--- config.mk ---
export PLATFORM = sky130hd
export DESIGN_NAME = audio_serial_rx
export DESIGN_NICKNAME = d
export VERILOG_FILES = /design/src/rtl/asrx_pkg.sv /design/src/rtl/asrx_lr_track.sv /design/src/rtl/asrx_word_asm.sv /design/src/rtl/asrx_out_reg.sv /design/src/rtl/audio_serial_rx.sv
export SDC_FILE = /design/constraint.sdc
export NUM_CORES = 1
export LEC_CHECK = 0
export ABC_AREA = 0
export BUFFER_PORTS_ARGS = -buffer_cell sky130_fd_sc_hd__buf_2
export CAP_MARGIN = 30
export CORE_MARGIN = 3
export CORE_UTILIZATION = 40
export CTS_CLUSTER_SIZE = 25
export DETAILED_ROUTE_END_ITERATION = 16
export PLACE_DENSITY = 0.66
export SLEW_MARGIN = 20
export SYNTH_ARGS = -nofsm -noshare
export SYNTH_HDL_FRONTEND = slang
export SYNTH_SLANG_ARGS = --single-unit
export TNS_END_PERCENT = 100
--- constraint.sdc ---
create_clock -name clk -period 2.3 [get_ports clk]
set_input_delay 0.46 -clock clk [delete_from_list [all_inputs] [get_ports clk]]
set_output_delay 0.46 -clock clk [all_outputs]
set_load 0.01 [all_outputs]
--- src/rtl/asrx_pkg.sv ---
package asrx_pkg;
  typedef enum logic [1:0] {
    FMT_DLY = 2'd0,
    FMT_LJ  = 2'd1,
    FMT_RJ  = 2'd2,
    FMT_RSV = 2'd3
  } asrx_fmt_e;
endpackage

--- src/rtl/asrx_lr_track.sv ---
module asrx_lr_track (
  input  logic clk,
  input  logic rst_n,
  input  logic bit_en,
  input  logic lrck,
  output logic lr_prev,
  output logic boundary,
  output logic emit_ok
);
  logic lr_q, lr_d;
  logic ref_q, ref_d;
  logic arm_q, arm_d;

  assign boundary = bit_en && ref_q && (lrck != lr_q);
  assign emit_ok  = boundary && arm_q;
  assign lr_prev  = lr_q;

  always_comb begin
    lr_d  = lr_q;
    ref_d = ref_q;
    arm_d = arm_q;
    if (bit_en) begin
      lr_d  = lrck;
      ref_d = 1'b1;
      if (boundary) arm_d = 1'b1;
    end
  end

  always_ff @(posedge clk or negedge rst_n) begin
    if (!rst_n) begin
      lr_q  <= 1'b0;
      ref_q <= 1'b0;
      arm_q <= 1'b0;
    end else begin
      lr_q  <= lr_d;
      ref_q <= ref_d;
      arm_q <= arm_d;
    end
  end
endmodule

--- src/rtl/asrx_word_asm.sv ---
module asrx_word_asm
  import asrx_pkg::*;
#(
  parameter int W_OUT = 24,
  parameter int RJ_W  = 16
) (
  input  logic             clk,
  input  logic             rst_n,
  input  logic             bit_en,
  input  logic             sdat,
  input  logic             boundary,
  input  asrx_fmt_e        fmt,
  output logic [W_OUT-1:0] word_o
);
  localparam int CW = $clog2(W_OUT + 1);

  logic [W_OUT-1:0] acc_q, acc_d;
  logic [CW-1:0]    cnt_q, cnt_d;
  logic [RJ_W-1:0]  sh_q, sh_d;
  logic [W_OUT-1:0] rj_word;

  always_comb begin
    acc_d = acc_q;
    cnt_d = cnt_q;
    sh_d  = sh_q;
    if (bit_en) begin
      sh_d = {sh_q[RJ_W-2:0], sdat};
      if (boundary) begin
        acc_d = '0;
        cnt_d = '0;
        if (fmt != FMT_DLY) begin
          acc_d[W_OUT-1] = sdat;
          cnt_d          = CW'(1);
        end
      end else if (cnt_q < CW'(W_OUT)) begin
        for (int i = 0; i < W_OUT; i++) begin
          if (cnt_q == CW'(i)) acc_d[W_OUT-1-i] = sdat;
        end
        cnt_d = cnt_q + CW'(1);
      end
    end
  end

  always_ff @(posedge clk or negedge rst_n) begin
    if (!rst_n) begin
      acc_q <= '0;
      cnt_q <= '0;
      sh_q  <= '0;
    end else begin
      acc_q <= acc_d;
      cnt_q <= cnt_d;
      sh_q  <= sh_d;
    end
  end

  generate
    if (W_OUT > RJ_W) begin : g_pad
      assign rj_word = {sh_q, {(W_OUT-RJ_W){1'b0}}};
    end else begin : g_cut
      assign rj_word = sh_q[RJ_W-1 -: W_OUT];
    end
  endgenerate

  assign word_o = (fmt == FMT_RJ) ? rj_word : acc_q;
endmodule

--- src/rtl/asrx_out_reg.sv ---
module asrx_out_reg #(
  parameter int W_OUT = 24
) (
  input  logic             clk,
  input  logic             rst_n,
  input  logic             emit,
  input  logic [W_OUT-1:0] word_i,
  input  logic             right_i,
  output logic [W_OUT-1:0] data_o,
  output logic             right_o,
  output logic             valid_o
);
  logic [W_OUT-1:0] data_d;
  logic             right_d;
  logic             valid_d;

  always_comb begin
    data_d  = data_o;
    right_d = right_o;
    valid_d = 1'b0;
    if (emit) begin
      data_d  = word_i;
      right_d = right_i;
      valid_d = 1'b1;
    end
  end

  always_ff @(posedge clk or negedge rst_n) begin
    if (!rst_n) begin
      data_o  <= '0;
      right_o <= 1'b0;
      valid_o <= 1'b0;
    end else begin
      data_o  <= data_d;
      right_o <= right_d;
      valid_o <= valid_d;
    end
  end
endmodule

--- src/rtl/audio_serial_rx.sv ---
module audio_serial_rx
  import asrx_pkg::*;
#(
  parameter int W_OUT = 24,
  parameter int RJ_W  = 16
) (
  input  logic             clk,
  input  logic             rst_n,
  input  logic             bit_en,
  input  logic             lrck,
  input  logic             sdat,
  input  logic [1:0]       fmt_sel,
  input  logic             chan_swap,
  output logic [W_OUT-1:0] smp_data,
  output logic             smp_right,
  output logic             smp_valid
);
  logic [1:0]       rst_sync_q;
  logic             rst_int_n;
  asrx_fmt_e        fmt_e;
  logic             lr_prev, boundary, emit_ok;
  logic [W_OUT-1:0] word;
  logic             tag_right;

  always_ff @(posedge clk or negedge rst_n) begin
    if (!rst_n) rst_sync_q <= 2'b00;
    else        rst_sync_q <= {rst_sync_q[0], 1'b1};
  end
  assign rst_int_n = rst_sync_q[1];

  assign fmt_e     = asrx_fmt_e'(fmt_sel);
  assign tag_right = lr_prev ^ (fmt_e != FMT_DLY) ^ chan_swap;

  asrx_lr_track u_lr (
    .clk      (clk),
    .rst_n    (rst_int_n),
    .bit_en   (bit_en),
    .lrck     (lrck),
    .lr_prev  (lr_prev),
    .boundary (boundary),
    .emit_ok  (emit_ok)
  );

  asrx_word_asm #(.W_OUT(W_OUT), .RJ_W(RJ_W)) u_asm (
    .clk      (clk),
    .rst_n    (rst_int_n),
    .bit_en   (bit_en),
    .sdat     (sdat),
    .boundary (boundary),
    .fmt      (fmt_e),
    .word_o   (word)
  );

  asrx_out_reg #(.W_OUT(W_OUT)) u_out (
    .clk     (clk),
    .rst_n   (rst_int_n),
    .emit    (emit_ok),
    .word_i  (word),
    .right_i (tag_right),
    .data_o  (smp_data),
    .right_o (smp_right),
    .valid_o (smp_valid)
  );
endmodule

### Word-level counts from Yosys, hierarchy flattened

Cells that the tools add are included.

* output and inout bits: 26
* input port bits: 8
* register bits after elaboration: 76
* bits in writable memories: 0
* bits in latches: 0
* memories kept: 0
* logic and storage cells: 150
* ROM bits: 0

* divide/modulo/power cells: 0
* reductions and logical operators: 56
* $mul: 0
* shift-type cells: 0
* mux-type cells: 32
* equality and inequality tests: 25
* bitwise gates (word level): 2
* $lt $le $gt $ge: 1
* $add $sub $neg: 1

Operator list (count)
* $mux W24: 3
* $reduce_and A3 Y1: 24
* $reduce_bool A2 Y1: 26
* $eq A5 B4 Y1 const B: 8
* $eq A5 B5 Y1 const B: 8
* $mux W1: 27
* $eq A5 B3 Y1 const B: 4
* $eq A5 B2 Y1 const B: 2
* $mux W5: 2
* $add A5 B1 Y5 const B: 1
* $eq A5 B1 Y1 const B: 1
* $logic_not A5 Y1: 1
* $lt A5 B5 Y1 const B: 1
* $reduce_and A2 Y1: 2
* $logic_and A1 B1 Y1: 3
* $eq A2 B2 Y1 const B: 1
* $xor A1 B1 Y1: 2
* $ne A1 B1 Y1: 1

### Longest topological paths before layout

Gate-level depths: netlist of the first run.

* depth in word-level cells: 4
* gate-level depth with buffers: 6
* depth with buffers taken out: 6

### By module

From an unflattened synthesis of the first run, not the netlist that was laid out.

* cells, all modules: 301
* area total of the unflattened synthesis: 3851.2 µm²

By module, submodules not included
* asrx_word_asm: sequential area each 1126.1 µm², cells an instance 231, area each 2588.7 µm², instances 1
* asrx_out_reg: sequential area each 650.6 µm², cells an instance 54, area each 1058.5 µm², instances 1
* asrx_lr_track: sequential area each 75.1 µm², cells an instance 10, area each 128.9 µm², instances 1
* audio_serial_rx: sequential area each 50.0 µm², cells an instance 6, area each 75.1 µm², instances 1

### Worst setup path before layout of the first run

OpenSTA, ideal clock, no wires.

* path type: input-to-reg
* start: input fmt_sel[1]
* end: register u_out.data_o[21]
* path buffers: 2
* arrival: 1678 ps
* path slack: 497 ps
* setup time: 125 ps
* data required time: 2175 ps
* cell stages on the path: 5
* cells stage by stage: nor2b_1 clkbuf_1 clkbuf_1 mux2_2 mux2_2

* cells in the longest elaborated chain, start to end: 2

RTL lines
* start: declaration: line audio_serial_rx.sv:12 `input logic [1:0] fmt_sel,`
* $eq A2 B2 Y1: line asrx_word_asm.sv:64 `assign word_o = (fmt == FMT_RJ) ? rj_word : acc_q;`
* $mux W24: line asrx_word_asm.sv:64
* end signal: assignment: line asrx_out_reg.sv:34 `data_o <= data_d;`
* end: declaration: line asrx_out_reg.sv:9 `output logic [W_OUT-1:0] data_o,`

Every way passes these cells.
A chain may end at the register's enable or synchronous reset.

### Worst setup path after layout of the first run

* start: register u_asm.cnt_q[2]
* end: register u_asm.acc_q[23]

* cells in the longest elaborated chain, start to end: 3
* elaborated cells between the ends (all ways): 5
* those cells by class: order compare: 1; reduce/logical: 4

RTL lines
* start: declaration: line asrx_word_asm.sv:18 `logic [CW-1:0] cnt_q, cnt_d;`
* start signal: assignment: line asrx_word_asm.sv:51 `cnt_q <= cnt_d;`
* $lt A5 B5 Y1 or $logic_not A5 Y1 (tied branches): line asrx_word_asm.sv:35, asrx_word_asm.sv:37
* $reduce_bool A2 Y1 (no source line)
* $reduce_and A3 Y1 (no source line) (*)
* end signal: assignment: line asrx_word_asm.sv:46 `acc_q <= '0;`
* end signal: assignment: line asrx_word_asm.sv:50 `acc_q <= acc_d;`
* end: declaration: line asrx_word_asm.sv:17 `logic [W_OUT-1:0] acc_q, acc_d;`

Every way passes the cells marked *; elsewhere a longest branch is shown, timed or not.

==> results of run 1 <==
layout make-up:
type	count	area (µm²)	area share
clock buffers	10	128	0.0318
clock inverters	5	78.8	0.0196
inverters	8	30.0	0.00748
multi-input cells	185	1480	0.369
flip-flops and latches	76	1900	0.474
well taps	105	131	0.0327
repair buffers	44	263	0.0655
stage by stage:
stage	setup WS (ns)	hold slack, ns	power (W)	cell area [µm²]
floorplan	0.0267	0.164	0.00249	3490
global placement	0.499	0.246	0.00283	3800
detailed placement	0.429	0.246	0.00286	3800
CTS	0.610	0.278	0.00395	4010
global route	0.495	0.298	0.00416	4010
finish	0.589	0.250	0.00391	4010
power groups by stage:
stage	logic, W	registers, W	clock network, W
global route	0.00109	0.00190	0.00117
floorplan	0.000632	0.00186	0
global placement	0.000971	0.00186	0
detailed placement	0.000988	0.00187	0
CTS	0.000995	0.00185	0.00111
finish	0.000987	0.00185	0.00108
sequential cells by signal, summed over array words and instances, names as in the netlist:
name / cells
u_out.data_o: 24
u_lr.lr_prev: 1
u_asm.acc_q: 24
rst_sync_q: 2
u_asm.cnt_q: 5
u_out.right_o: 1
u_asm.sh_q: 16
u_lr.ref_q: 1
u_lr.arm_q: 1
u_out.valid_o: 1
per-layer routing:
| metal | wire length (µm) | GRT usage |
|---|---|---|
| met1 | 3290 | 0.210 |
| met2 | 3400 | 0.251 |
| met3 | 313 | 0.0414 |
| met4 | 92 | 0.0536 |
| met5 | 0 | 0 |
how the worst min path moves through the flow:
stage	from	to	slack [ns]
after floorplan	rst_n	rst_sync_q[0]	0.16
after global placement	rst_n	rst_sync_q[0]	0.25
after detailed placement	rst_n	rst_sync_q[0]	0.25
after global routing	rst_sync_q[1]	u_out.data_o[13]	0.30
final	rst_sync_q[1]	u_out.data_o[14]	0.25
after CTS	rst_sync_q[1]	u_out.data_o[11]	0.28
kinds of logic (layout without fill, tap and decap cells):
logic type / count (synthesis) / in the layout
flops: 76 / 76
compound gates: 51 / 51
other cells: 1 / 1
mux: 67 / 67
xor+xnor: 4 / 4
simple gates: 57 / 57
fa+ha+maj: 5 / 5
buf+inv: 24 / 67
placed cells by master, fill, tap and decap left out, types with 3 or more instances in the layout:
cell,instances
a21oi_1,18
o21ai_0,26
nand2_1,11
nand3_1,16
mux2_2,58
clkbuf_8,9
inv_1,8
dfrtp_1,75
nor2_1,3
mux2i_1,9
buf_2,33
buf_4,9
xnor2_1,3
ha_1,5
nor2b_1,8
and4bb_2,3
critical path, stage by stage (launching register included):
cell and delay, ns:
dfrtp_1 0.51, or4b_2 0.74, o221ai_1 0.20, o211ai_1 0.13
==> reports/metrics.cfg, run 1 <==
[yosys]
synthMostInstantiatedCell=dfrtp_1
syn_nets=298
syn_area_um2=3490
yosys_warnings=0
synth_cell_types=35
synth_mux_area_frac=0.213
syn-instance-count=285
synth_edf_count=0
synth_area_leaders=dfrtp_1, mux2_2, o21ai_0
post-synth-top-area-fraction=0.545
ys_seq_elements=76
yosys.area_share.xor_xnor=0.0100
synth-seq-area-share=0.545
synth_compound_area_frac=0.0786
async_reset_ff_frac=1.00
syn_area_per_cell_um2=12.2
synth_fa_ha_area_frac=0.0179
synth_flop_cell=dfrtp_1
ys_top_cells_by_count=dfrtp_1, mux2_2, o21ai_0
synthSimpleGateAreaFrac=0.103
synth_top_area_cell=dfrtp_1
synth_top_family_by_area=multiplexers

[grt]
grt_pass1_wl_mm=12.4
grt_antenna_before_repair=0
grt_pass1_vias=2438
grt_overflow=0
track_usage=0.158
grt_max_degree=54

[setup_path]
cp-end-kind=register
reg2reg_depth=3
worstSetupPathType=register to register
crit_fanout=14
r2r_setup_slack_ns=0.59
r2r-start=u_asm.cnt_q[2]
cp-start-kind=register
crit_start=u_asm.cnt_q[2]
r2r_end=u_asm.acc_q[23]
required_ns=2.52
crit_end=u_asm.acc_q[23]
critPathArrivalTime_ns=1.93

[sta]
fin_tns_setup_ns=0
rsz0062_at_grt=false
final_max_slew_viol_count=0
worst_pin_slew_ns=0.768
fmax_mhz=585
hold_viol_final=0
fin_crit_sh=0.744
maxSlewHeadroom=0.480
post-route-min-period_ns=1.71
clock-skew-final_ns=0.0107
setup_viol=0

[cells_and_area]
stdcell_count=433
area_delta_synth_final_pct=15.1
fin_nets=337
utilization=0.481
drive_gt1_frac=0.381
fill_cells=763
antenna_cells=0

[placed_design]
port_buffers=33
dp_hpwl_mm=4.82
place_congestion=0.777
placedCellCount=417

[routing]
vias=2297
wl_per_cell_um=16.4
drtAntennaViolNets=0
vias_per_cell=5.30
drc=0
drtPass1Iterations=4
routed_wl_mm=7.09
drtIter0Drc=122

[worst_hold_path]
worstHoldPathType=register to asynchronous set/reset pin

[pwr]
p_leak_nw=1.92
power.switching_w=0.00121
p_int_w=0.00270
ir_drop_mv=0.403
comb_power_share=0.252
cellPowerDensity_nw_per_um2=975
switching_share=0.310
pwr-share-clk=0.276
p_seq_frac=0.472

[cts]
clock-sinks=76
cts_inserted_buffers=9
cts_setup_buffers=0
cts.reportedPaths.clkPinSlew_ns=0.08
cts_resized=0
postCtsHoldBufs=1
clockRootBuffer=clkbuf_8
htree_levels=3
clk_path_buf_depth=2
clk_latency_ns=0.35
cts_tree=yes

[die]
ios=34
die_w_um=99.4
num_rows=33
dieArea_um2=9880
initial_core_util=0.418
core_area_um2=8340
die_y_um=99.4

[status]
status=completed

[run]
maxCapViolations=0

(Power assumes the default switching activity.)
==> inputs of run 2 (changes only) <==
==> constraint.sdc (replaced) <==
create_clock -name clk -period 1.38 [get_ports clk]
set_input_delay 0.276 -clock clk [delete_from_list [all_inputs] [get_ports clk]]
set_output_delay 0.276 -clock clk [all_outputs]
set_load 0.01 [all_outputs]
==> reports/metrics.cfg, run 2 (synthesized netlist as in run 1, its figures left out) <==
[die]
die_y_um=99.4
ios=34
core_area_um2=8340
num_rows=33
initial_core_util=0.418
die_w_um=99.4
dieArea_um2=9880

[cts]
clk_path_buf_depth=2
clockRootBuffer=clkbuf_8
cts_tree=yes
clock-sinks=76
htree_levels=3
clk_latency_ns=0.35
cts_inserted_buffers=9
cts.reportedPaths.clkPinSlew_ns=0.08

[placed_design]
dp_hpwl_mm=4.87
port_buffers=33
place_congestion=0.798
place_area_um2=4040
detailedPlace.worstSlack_ns=-0.112

[run]
maxCapViolations=0

[pwr]
ir_drop_mv=0.732
cellPowerDensity_nw_per_um2=1570
p_leak_nw=2.13

[grt]
grt_max_degree=75
track_usage=0.156
grt_overflow=0
grt_pass1_vias=2416
grt_pass1_wl_mm=12.1
grt_antenna_before_repair=0

[setup_path]
cp-start-kind=register
slowest_stage=dfrtp_1
cp.depth=5
crit_chain=xnor2_2 -> nor3b_4 -> buf_6 -> buf_6 -> mux2_4
worstSetupPathType=register to register
required_ns=1.62
cp-end-kind=register
critPathArrivalTime_ns=1.76
cpMostUsedCell=buf_6
crit_fanout=5
reg2reg_depth=5
cp_top_family=flip-flops
cp_slowest_stage_delay_ns=0.41
path_buf_inv=2

[worst_hold_path]
worstHoldPathType=input port to register
min_path_cells=2

[cells_and_area]
antenna_cells=0
fin_nets=362
drive_gt1_frac=0.466
top_regs=u_asm.acc_q: 24 flops, u_out.data_o: 24 flops, u_asm.sh_q: 16 flops
design_area_um2=4460
area_delta_synth_final_pct=27.9
final_cell_mix=dfrtp_1, mux2_2, buf_2
final_common_cell=dfrtp_1

[routing]
wl_per_cell_um=16.1
drtPass1Iterations=4
routed_wl_mm=7.35
vias_per_cell=5.18
drtAntennaViolNets=0
vias=2367
drtIter0Drc=137
drc=0

[sta]
final_max_slew_viol_count=0
worst_slack_ns=-0.138
hold_viol_final=0
fin_crit_sh=1.10
rsz0062_at_grt=true
setup_viol=25
post-route-min-period_ns=1.52
fmax_mhz=659
clock-skew-final_ns=0.00816

[status]
status=finished with violations
violations=setup timing

run 2: layout make-up:
type | instances | area (µm²)
Timing Repair Buffer | 69 | 541
Clock buffer | 10 | 138
Clock inverter | 4 | 51.3
Fill cell | 716 | 3880
Inverter | 8 | 30.0
Tap cell | 105 | 131
Multi-Input combinational cell | 185 | 1670
Sequential cell | 76 | 1900
run 2: power by group:
| part | internal, W | switching [W] | total (W) |
|---|---|---|---|
| Sequential | 0.00272 | 0.000328 | 0.00305 |
| Combinational | 0.00124 | 0.00105 | 0.00229 |
| Clock | 0.000864 | 0.000795 | 0.00166 |
| Total | 0.00482 | 0.00217 | 0.00699 |
run 2: worst paths after layout:
| check | from | to | slack (ns) |
|---|---|---|---|
| max reg2reg | u_lr.lr_prev | u_out.data_o[2] | -0.14 |
| max in group asynchronous | rst_sync_q[1] | u_asm.cnt_q[1] | 0.77 |
| max | u_lr.lr_prev | u_out.data_o[2] | -0.14 |
| min in group asynchronous | rst_n | rst_sync_q[1] | 0.22 |
| min | lrck | u_lr.lr_prev | 0.21 |
| min reg2reg | rst_sync_q[1] | u_asm.acc_q[3] | 0.29 |
run 2: metrics by stage:
stage               power [W]  setup TNS [ns]  hold slack (ns)  utilization  instances
floorplan             0.00426           -4.35          -0.0196            -        285
global placement      0.00502           -2.69           0.0613        0.484        436
detailed placement    0.00508           -3.10           0.0624        0.484        436
CTS                   0.00680           -2.29            0.191        0.510        452
global route          0.00743           -4.12            0.217        0.535        457
finish                0.00699           -3.06            0.213        0.535        457
run 2: metal layers:
metal | track usage | share of wire | up-vias | wire length (µm)
met5 | 0 | 0 | - | 0
met4 | 0.0588 | 0.017 | 0 | 126
met3 | 0.0393 | 0.041 | 13 | 303
met2 | 0.246 | 0.47 | 51 | 3480
met1 | 0.208 | 0.47 | 1161 | 3440
li1 | - | - | 1142 | -
run 2: worst reg2reg max path, stage by stage (launching register included):
cell     delay, ns
dfrtp_1       0.41
xnor2_2       0.16
nor3b_4       0.20
buf_6         0.18
buf_6         0.15
mux2_4        0.31
run 2: timing repair:
action	in CTS	in global routing
gates cloned	0	2
gates resized for setup	3	41
hold buffers	1	0
pin swaps	0	6
setup endpoints to repair	37	53
hold endpoints to repair	2	0
buffers inserted	1	4
==> inputs of run 3 (changes only) <==
--- a/config.mk
+++ b/config.mk
@@ -6,13 +6,13 @@
 export NUM_CORES = 1
 export LEC_CHECK = 0
 export ABC_AREA = 0
-export BUFFER_PORTS_ARGS = -buffer_cell sky130_fd_sc_hd__buf_2
 export CAP_MARGIN = 30
 export CORE_MARGIN = 3
 export CORE_UTILIZATION = 40
 export CTS_CLUSTER_SIZE = 25
 export DETAILED_ROUTE_END_ITERATION = 16
-export PLACE_DENSITY = 0.66
+export DONT_BUFFER_PORTS = 1
+export PLACE_DENSITY = 0.62
 export SLEW_MARGIN = 20
 export SYNTH_ARGS = -nofsm -noshare
 export SYNTH_HDL_FRONTEND = slang
==> reports/metrics.cfg, run 3 (synthesized netlist as in run 1, its figures left out) <==
[placed_design]
dp_hpwl_mm=4.96
place_area_um2=3920
place_congestion=0.784
port_buffers=0
detailedPlace.worstSlack_ns=-0.149

[sta]
worst_slack_ns=-0.0955
final_max_slew_viol_count=0
fin_tns_setup_ns=-2.19
clock-skew-final_ns=0.00828
fin_crit_sh=1.07
fmax_mhz=678
setup_viol=26
post-route-min-period_ns=1.48
rsz0062_at_grt=true
hold_viol_final=0
worst_hold_slack_ns=0.0384

[pwr]
switching_share=0.321
pwr-share-clk=0.228
cellPowerDensity_nw_per_um2=1550
p_int_w=0.00455
comb_power_share=0.298
power.switching_w=0.00215
p_seq_frac=0.475
p_leak_nw=1.99
ir_drop_mv=0.621

[routing]
vias_per_cell=5.34
drtPass1Iterations=4
wl_per_cell_um=17.0
drtAntennaViolNets=0
routed_wl_mm=7.35
vias=2309
drc=0
drtIter0Drc=112

[worst_hold_path]
min_to=u_lr.ref_q
worstHoldPathType=input port to register
min_path_cells=1
min-delay-start=bit_en

[setup_path]
r2r_setup_slack_ns=-0.1
r2r-start=u_lr.lr_prev
crit_fanout=8
required_ns=1.61
worstSetupPathType=register to register
critPathArrivalTime_ns=1.71
cp-start-kind=register
r2r_end=u_out.data_o[15]
cp-end-kind=register
reg2reg_depth=5

[grt]
grt_antenna_before_repair=0
grt_pass1_wl_mm=12.4
grt_pass1_vias=2411
grt_overflow=0
grt_max_degree=33
track_usage=0.160

[cells_and_area]
area_delta_synth_final_pct=23.8
antenna_cells=0
top_regs=u_asm.acc_q: 24 flops, u_out.data_o: 24 flops, u_asm.sh_q: 16 flops
design_area_um2=4320
utilization=0.518
drive_gt1_frac=0.428
fill_cells=704
final_common_cell=dfrtp_1
fin_nets=335
final_cell_mix=dfrtp_1, mux2_2, buf_4

[cts]
clockRootBuffer=clkbuf_8
cts.reportedPaths.clkPinSlew_ns=0.08
clock-sinks=76
clk_latency_ns=0.35
cts_inserted_buffers=9
clk_path_buf_depth=2
htree_levels=3
cts_tree=yes

[die]
ios=34
core_area_um2=8340
dieArea_um2=9880
die_y_um=99.4
initial_core_util=0.418
num_rows=33
die_w_um=99.4

[status]
status=finished with violations
violations=setup timing

[run]
maxCapViolations=0

-- run 3: what timing repair did --
action,4_1_cts,5_1_grt
setup endpoints to repair,47,40
gates cloned,1,1
setup buffers,7,1
resized for setup,27,22
hold endpoints to repair,2,0
pin swaps,4,6
hold buffers,1,0
-- run 3: worst max-delay path by stage --
stage	startpoint	to	slack (ns)	depth (start not counted)
2_1_floorplan	u_lr.lr_prev	u_out.data_o[8]	-0.23	4
3_3_place_gp	u_lr.lr_prev	u_out.data_o[3]	-0.10	4
3_5_place_dp	u_lr.lr_prev	u_out.data_o[5]	-0.15	4
4_1_cts	u_lr.lr_prev	u_out.data_o[14]	-0.12	5
5_1_grt	u_lr.lr_prev	u_out.data_o[10]	-0.16	5
6_report	u_lr.lr_prev	u_out.data_o[15]	-0.1	5
-- run 3: stage by stage --
step,cells,total power [W]
3_3_place_gp,407,0.00491
5_1_grt,432,0.00710
4_1_cts,431,0.00666
6_report,432,0.00670
3_5_place_dp,407,0.00495
2_1_floorplan,285,0.00426
-- run 3: power by group through the flow --
stage | clock network (W) | logic, W | registers, W
detailed placement | 0 | 0.00174 | 0.00321
global placement | 0 | 0.00171 | 0.00320
finish | 0.00153 | 0.00199 | 0.00318
global route | 0.00168 | 0.00217 | 0.00325
floorplan | 0 | 0.00115 | 0.00311
CTS | 0.00158 | 0.00190 | 0.00317
-- run 3: routing by layer --
metal / GRT usage / share of wire / vias up
met5: 0 / 0 / -
met4: 0.0630 / 0.014 / 0
met3: 0.0498 / 0.048 / 9
met2: 0.243 / 0.46 / 40
met1: 0.214 / 0.48 / 1169
li1: - / - / 1091
-- run 3: layout make-up --
| type | instances | area [µm²] | area share |
|---|---|---|---|
| flip-flops and latches | 76 | 1900 | 0.441 |
| multi-input cells | 185 | 1650 | 0.383 |
| repair buffers | 42 | 420 | 0.0974 |
| clock buffers | 10 | 138 | 0.0319 |
| well taps | 105 | 131 | 0.0304 |
| clock inverters | 6 | 40.0 | 0.00927 |
| inverters | 8 | 30.0 | 0.00695 |
-- run 3: critical path, cell delays in order, from the launching register on --
cell,delay [ns]
dfrtp_1,0.41
xnor2_2,0.16
nor3b_4,0.22
buf_6,0.15
buf_12,0.13
mux2_4,0.29
